===== config.mk =====
export PLATFORM = sky130hd
export DESIGN_NAME = point_sequencer
export DESIGN_NICKNAME = d
export VERILOG_FILES = /design/src/rtl/point_sequencer.sv
export SDC_FILE = /design/constraint.sdc
export NUM_CORES = 1
export LEC_CHECK = 0
export BUFFER_PORTS_ARGS = -buffer_cell sky130_fd_sc_hd__buf_2
export CAP_MARGIN = 10
export CORE_MARGIN = 2
export CORE_UTILIZATION = 35
export DETAILED_ROUTE_END_ITERATION = 16
export GPL_TIMING_DRIVEN = 0
export SLEW_MARGIN = 10
export SYNTH_ARGS = -nofsm -noshare
export SYNTH_HDL_FRONTEND = slang
export SYNTH_SLANG_ARGS = --single-unit

===== constraint.sdc =====
create_clock -name clk -period 2.5 [get_ports clk]
set_input_delay 0.375 -clock clk [delete_from_list [all_inputs] [get_ports clk]]
set_output_delay 0.375 -clock clk [all_outputs]
set_load 0.005 [all_outputs]

===== src/rtl/point_sequencer.sv =====
module point_sequencer #(
  parameter int W          = 10,
  parameter int SETTLE_CYC = 350,
  parameter int DWELL_CYC  = 8
) (
  input  logic           clk,
  input  logic           rst_n,
  input  logic           host_rdy,
  input  logic [3*W-1:0] trip_in,
  input  logic           out_of_win,
  input  logic           cur_req,
  input  logic           frame_tick,
  output logic           ld_lo,
  output logic           ld_hi,
  output logic [3*W-1:0] rank_hi,
  output logic [2:0]     neg_ref,
  output logic           beam_on,
  output logic           nxt_req,
  output logic           cur_sel,
  output logic           frame_pls
);
  localparam int MAXC = (SETTLE_CYC > DWELL_CYC) ? SETTLE_CYC : DWELL_CYC;
  localparam int CW   = $clog2(MAXC + 1);

  typedef enum logic [2:0] {S_IDLE, S_LOAD, S_SETTLE, S_DWELL, S_REQ} st_t;

  st_t            st;
  logic [CW-1:0]  cnt;
  logic [3*W-1:0] rank_lo;
  logic           armed, pend, tick_d;
  logic           start_cur, tick_rise;

  assign tick_rise = frame_tick & ~tick_d;
  assign start_cur = (st == S_IDLE) && pend;
  assign ld_lo     = (st == S_IDLE) && !pend && host_rdy && armed;
  assign ld_hi     = (st == S_LOAD);
  assign beam_on   = (st == S_DWELL);
  assign nxt_req   = (st == S_REQ);

  for (genvar g = 0; g < 3; g++) begin : g_sign
    assign neg_ref[g] = rank_hi[g*W + W - 1];
  end

  always_ff @(posedge clk) begin
    if (!rst_n) begin
      st        <= S_IDLE;
      cnt       <= '0;
      rank_lo   <= '0;
      rank_hi   <= '0;
      armed     <= 1'b1;
      pend      <= 1'b0;
      tick_d    <= 1'b0;
      frame_pls <= 1'b0;
      cur_sel   <= 1'b0;
    end else begin
      tick_d    <= frame_tick;
      frame_pls <= tick_rise;
      pend      <= (pend & ~start_cur) | (tick_rise & cur_req);
      if (ld_lo)          armed <= 1'b0;
      else if (!host_rdy) armed <= 1'b1;
      if (ld_lo) rank_lo <= trip_in;
      if (ld_hi) rank_hi <= rank_lo;
      case (st)
        S_IDLE: begin
          if (start_cur) begin
            cur_sel <= 1'b1;
            st      <= S_SETTLE;
            cnt     <= CW'(SETTLE_CYC - 1);
          end else if (ld_lo) begin
            st <= S_LOAD;
          end
        end
        S_LOAD: begin
          st  <= S_SETTLE;
          cnt <= CW'(SETTLE_CYC - 1);
        end
        S_SETTLE: begin
          if (cnt == '0) begin
            if (!cur_sel && out_of_win) begin
              st <= S_REQ;
            end else begin
              st  <= S_DWELL;
              cnt <= CW'(DWELL_CYC - 1);
            end
          end else begin
            cnt <= cnt - 1'b1;
          end
        end
        S_DWELL: begin
          if (cnt == '0) begin
            if (cur_sel) begin
              cur_sel <= 1'b0;
              st      <= S_IDLE;
            end else begin
              st <= S_REQ;
            end
          end else begin
            cnt <= cnt - 1'b1;
          end
        end
        S_REQ:   st <= S_IDLE;
        default: st <= S_IDLE;
      endcase
    end
  end
endmodule



==> summary by stage <==
CTS
The CTS tree is done. The clock latency on the worst-skew pair is ~0.35 ns. CTS saw 77 sinks.

Counting along the longest clock path gives a buffer depth of 2. The H-tree generated during clock tree synthesis spans 3 levels. The cell at the root of the clock tree is clkbuf_8. The count of hold buffers inserted by post-cts repair is 0.

After clock tree synthesis, the clock-pin slew on the worst setup and hold paths is approximately 0.070 ns. The number of buffers created by CTS is 9.

Synthesis
The synthesized cell area is 0.003064 mm^2. The flip-flop and latch count after synthesis is 77. The average cell area after synthesis is 8.149 um^2. The post-synthesis cell type with the largest combined area is dfxtp_1. The most instantiated library cell after synthesis is nand2_1. Counting distinct cell types in the post-synthesis netlist gives 45. The top cell type's share of synthesized area is 50.31%. By area the synthesized netlist is led by dfxtp_1 (50%), nand2_1 (16%), a21oi_1 (10%). The count of synthesis-stage warnings from yosys is 0. By count the netlist is led by nand2_1 (131), dfxtp_1 (77), a21oi_1 (62). When the netlist entered floorplanning its net count stood at 414. Sequential elements use 50.31% of the synthesized area. The number of flops mapped to enable cells by yosys is 0. In the synthesized netlist the dominant register cell turns out to be dfxtp_1.

The cell count after synthesis came out at 376. The share of async-settable or async-resettable flops after synthesis is 0%.

Status
The flow ran to the end, and the final reports show no timing, DRC or antenna violations.

Pwr
The leakage dissipation is 0.001506 uW. The net switching share of the total power is 35.86%. The combinational cell fraction of total power is 29.7%.

The analysis attributes to net switching a power of 1173 uW. Registers are responsible for 45.5% of the overall power. Internal power comes to roughly 2100 uW. For this design the ratio of total power to cell area is slightly below 900 mW/mm^2. The clock network power share is 24.8%. Across the VDD grid, the largest voltage drop is 0.0002525 V.

Placed design
The total placed instance area is 0.003570 mm^2. The placed wire-length estimate after detailed placement is 5.286 mm. The congestion estimate from routability-driven global placement came to around 0.84. Input and output buffers added on the ports amount to 74. The number of cells in the design after placement is 558.

Drt
The first-pass detailed-route iteration total is 4. In the detailed route, the total length drawn on met3 is 333 um. In this run the top signal layer used is met4.

The via count is around 2800. The wire length per cell is roughly 13 um. In the routed design, unresolved DRC markers number 0. The number of antenna-violating nets in the routed design is 0. In this run, the number of DRC markers left after iteration 0 of detailed routing was 94.

The sum of routed wire length over all layers is around 7.5 mm. The detailed router put a total of 3.583 mm of wire on met1. After detailed routing, the met2 layer carries 3.364 mm of wire. In the routed layout, each cell is associated on average with a via count of ~5.

Setup path
The maximum single-stage delay on the critical path is 0.33 ns. The largest fanout on the critical path is 10. Among the stages of the critical path, the cell type that occurs most often is buf_2.

Data on the critical path is required at its endpoint by 2.12 ns. The family with the most delay on the worst path is buffers and inverters. For the worst setup path, the data arrival time is 1.92 ns. The critical path startpoint category is a register.

The slowest stage cell on the critical path is dfxtp_1. The worst path buffer plus inverter count is 4. The endpoint class of the critical path is a primary output. The critical path goes through clkbuf_1 > nor4_2 > nand3_1 > inv_2 > buf_2 > buf_2.

By startpoint and endpoint, the worst setup path is classified as register to primary output.

Die
The core region is 0.008593 mm^2. The area enclosed by the die boundary is 0.009519 mm^2. The placement row count is 34. The height of the die is just under 100 um.

Pin placement for this block handled 75 I/O pins. The initial utilization of the core area, before any placement, comes to 35.66%. The horizontal extent of the die is 97.57 um.

Timing
The clock period minus worst slack is about 2.3 ns. Setup repair after global routing left no endpoint under its margin. The final count of pins violating max slew was 0. Setup violations remaining at the end of the flow were counted as 0. Static timing analysis puts the maximum clock frequency at 0.4354 GHz. On the final layout, the worst clock skew is 0.006160 ns. The final hold violation count is 0. Summed over all failing endpoints, the final setup total negative slack is 0 ns. The max-slew headroom at the worst pin is 65.49%. The worst path uses 91.86% of the clock period.

The transition time at the pin with the least slew margin is approximately 0.52 ns.

Finish
The fraction of final layout cells sized beyond drive strength 1 is around a quarter. Once layout is complete, the cells apart from fillers number 573. The number of fill cells in the layout is 936. The final instance area is 0.003739 mm^2. The count of inserted antenna diode cells is 0. Relative to the synthesized area, the layout overhead comes to 22.01%. The net count of the finished layout is between 400 and 500.

Worst hold path
The path class of the tightest hold or removal check is input port to register.

Global route
The first global-routing pass estimated 12.54 mm of wire. Global routing finished with a remaining overflow of 0. Entering global routing, the biggest net connects 14 pins.

The total routing usage reported by global routing is 16.53%. The initial antenna violation count was 0. The via count of the first global-routing pass is 2631.

Flow run
The max capacitance violation total is 0.
## cell families after synthesis
kind of cell	after synthesis	share of synthesized area, %
AND/OR/NAND/NOR	171	25.60
buffers and inverters	34	4.981
AO/OA/AOI/OAI	92	18.29
flip-flops	77	50.31
adder cells (fa/ha/maj)	2	0.8165
## per-stage QoR
step                      power (uW)  worst slack, ns  util, %  hold WS (ns)
after global placement          2467           0.4330    41.54        0.4376
after CTS                       3300          0.05003    43.43        0.2105
after detailed placement        2482           0.4328    41.54        0.4423
after floorplan                 2213           0.8032        -        0.3786
after global routing            3500          0.01523    43.51        0.2069
final                           3271           0.2035    43.51        0.2234
## power by group through the flow
stage	Sequential, uW	Clock (uW)	Combinational, uW
5_1_grt	1510	909	1080
3_3_place_gp	1510	0	961
4_1_cts	1480	842	973
3_5_place_dp	1510	0	970
6_report	1490	811	973
2_1_floorplan	1490	0	724
## registers in the layout, indices dropped and copies added, names as in the netlist
signal	count
cnt	9
st	3
tick_d	1
frame_pls	1
rank_hi	30
pend	1
rank_lo	30
armed	1
cur_sel	1
## final cells by class
type / instances / area, um^2 / share of cell area (%)
Timing Repair Buffer: 74 / 370.4 / 9.906
Buffer: 28 / 130.1 / 3.481
Clock inverter: 6 / 38.79 / 1.037
Clock buffer: 9 / 123.9 / 3.313
Multi-Input combinational cell: 265 / 1376 / 36.81
Tap cell: 108 / 135.1 / 3.614
Inverter: 6 / 22.52 / 0.6024
Sequential cell: 77 / 1541 / 41.23
## timing repair
item,CTS,global route
gates resized for setup,0,1
buffers inserted,0,0
endpoints found under the setup margin,0,1
## path summary, 6_finish.rpt
check	start	cells after the start	endpoint	slack, ns
setup reg to reg	cnt[0]	6	cnt[8]	0.54
hold / removal	cur_req	3	pend	0.22
hold reg to reg	rank_lo[27]	2	rank_hi[27]	0.45
setup / recovery	st[1]	6	ld_lo	0.20
## metal layers
layer	vias to the layer above	global-route usage, %
met5	-	0
met4	0	8.761
met3	15	3.885
met2	76	25.41
met1	1252	21.51
li1	1439	-
## worst min-delay path, stage by stage
cell     delay, ns
buf_2         0.07
nand2_1       0.03
o21ai_0       0.06
## layout by cell type (no fill, tap or decap), drive strengths merged, types with 2 or more instances in the layout
cell type,n
nor2,8
a21boi,2
and2,4
or4b,2
o21ai,8
clkinvlp,2
a211oi,2
nor2b,3
a32o,4
clkbuf,28
nand3,5
or4,2
nor3,6
a311oi,2
a21oi,62
nand2,131
ha,2
nor4,5
o211ai,3
dfxtp,77
inv,7
clkinv,3
buf,83
Power figures use the tool's default switching activity.
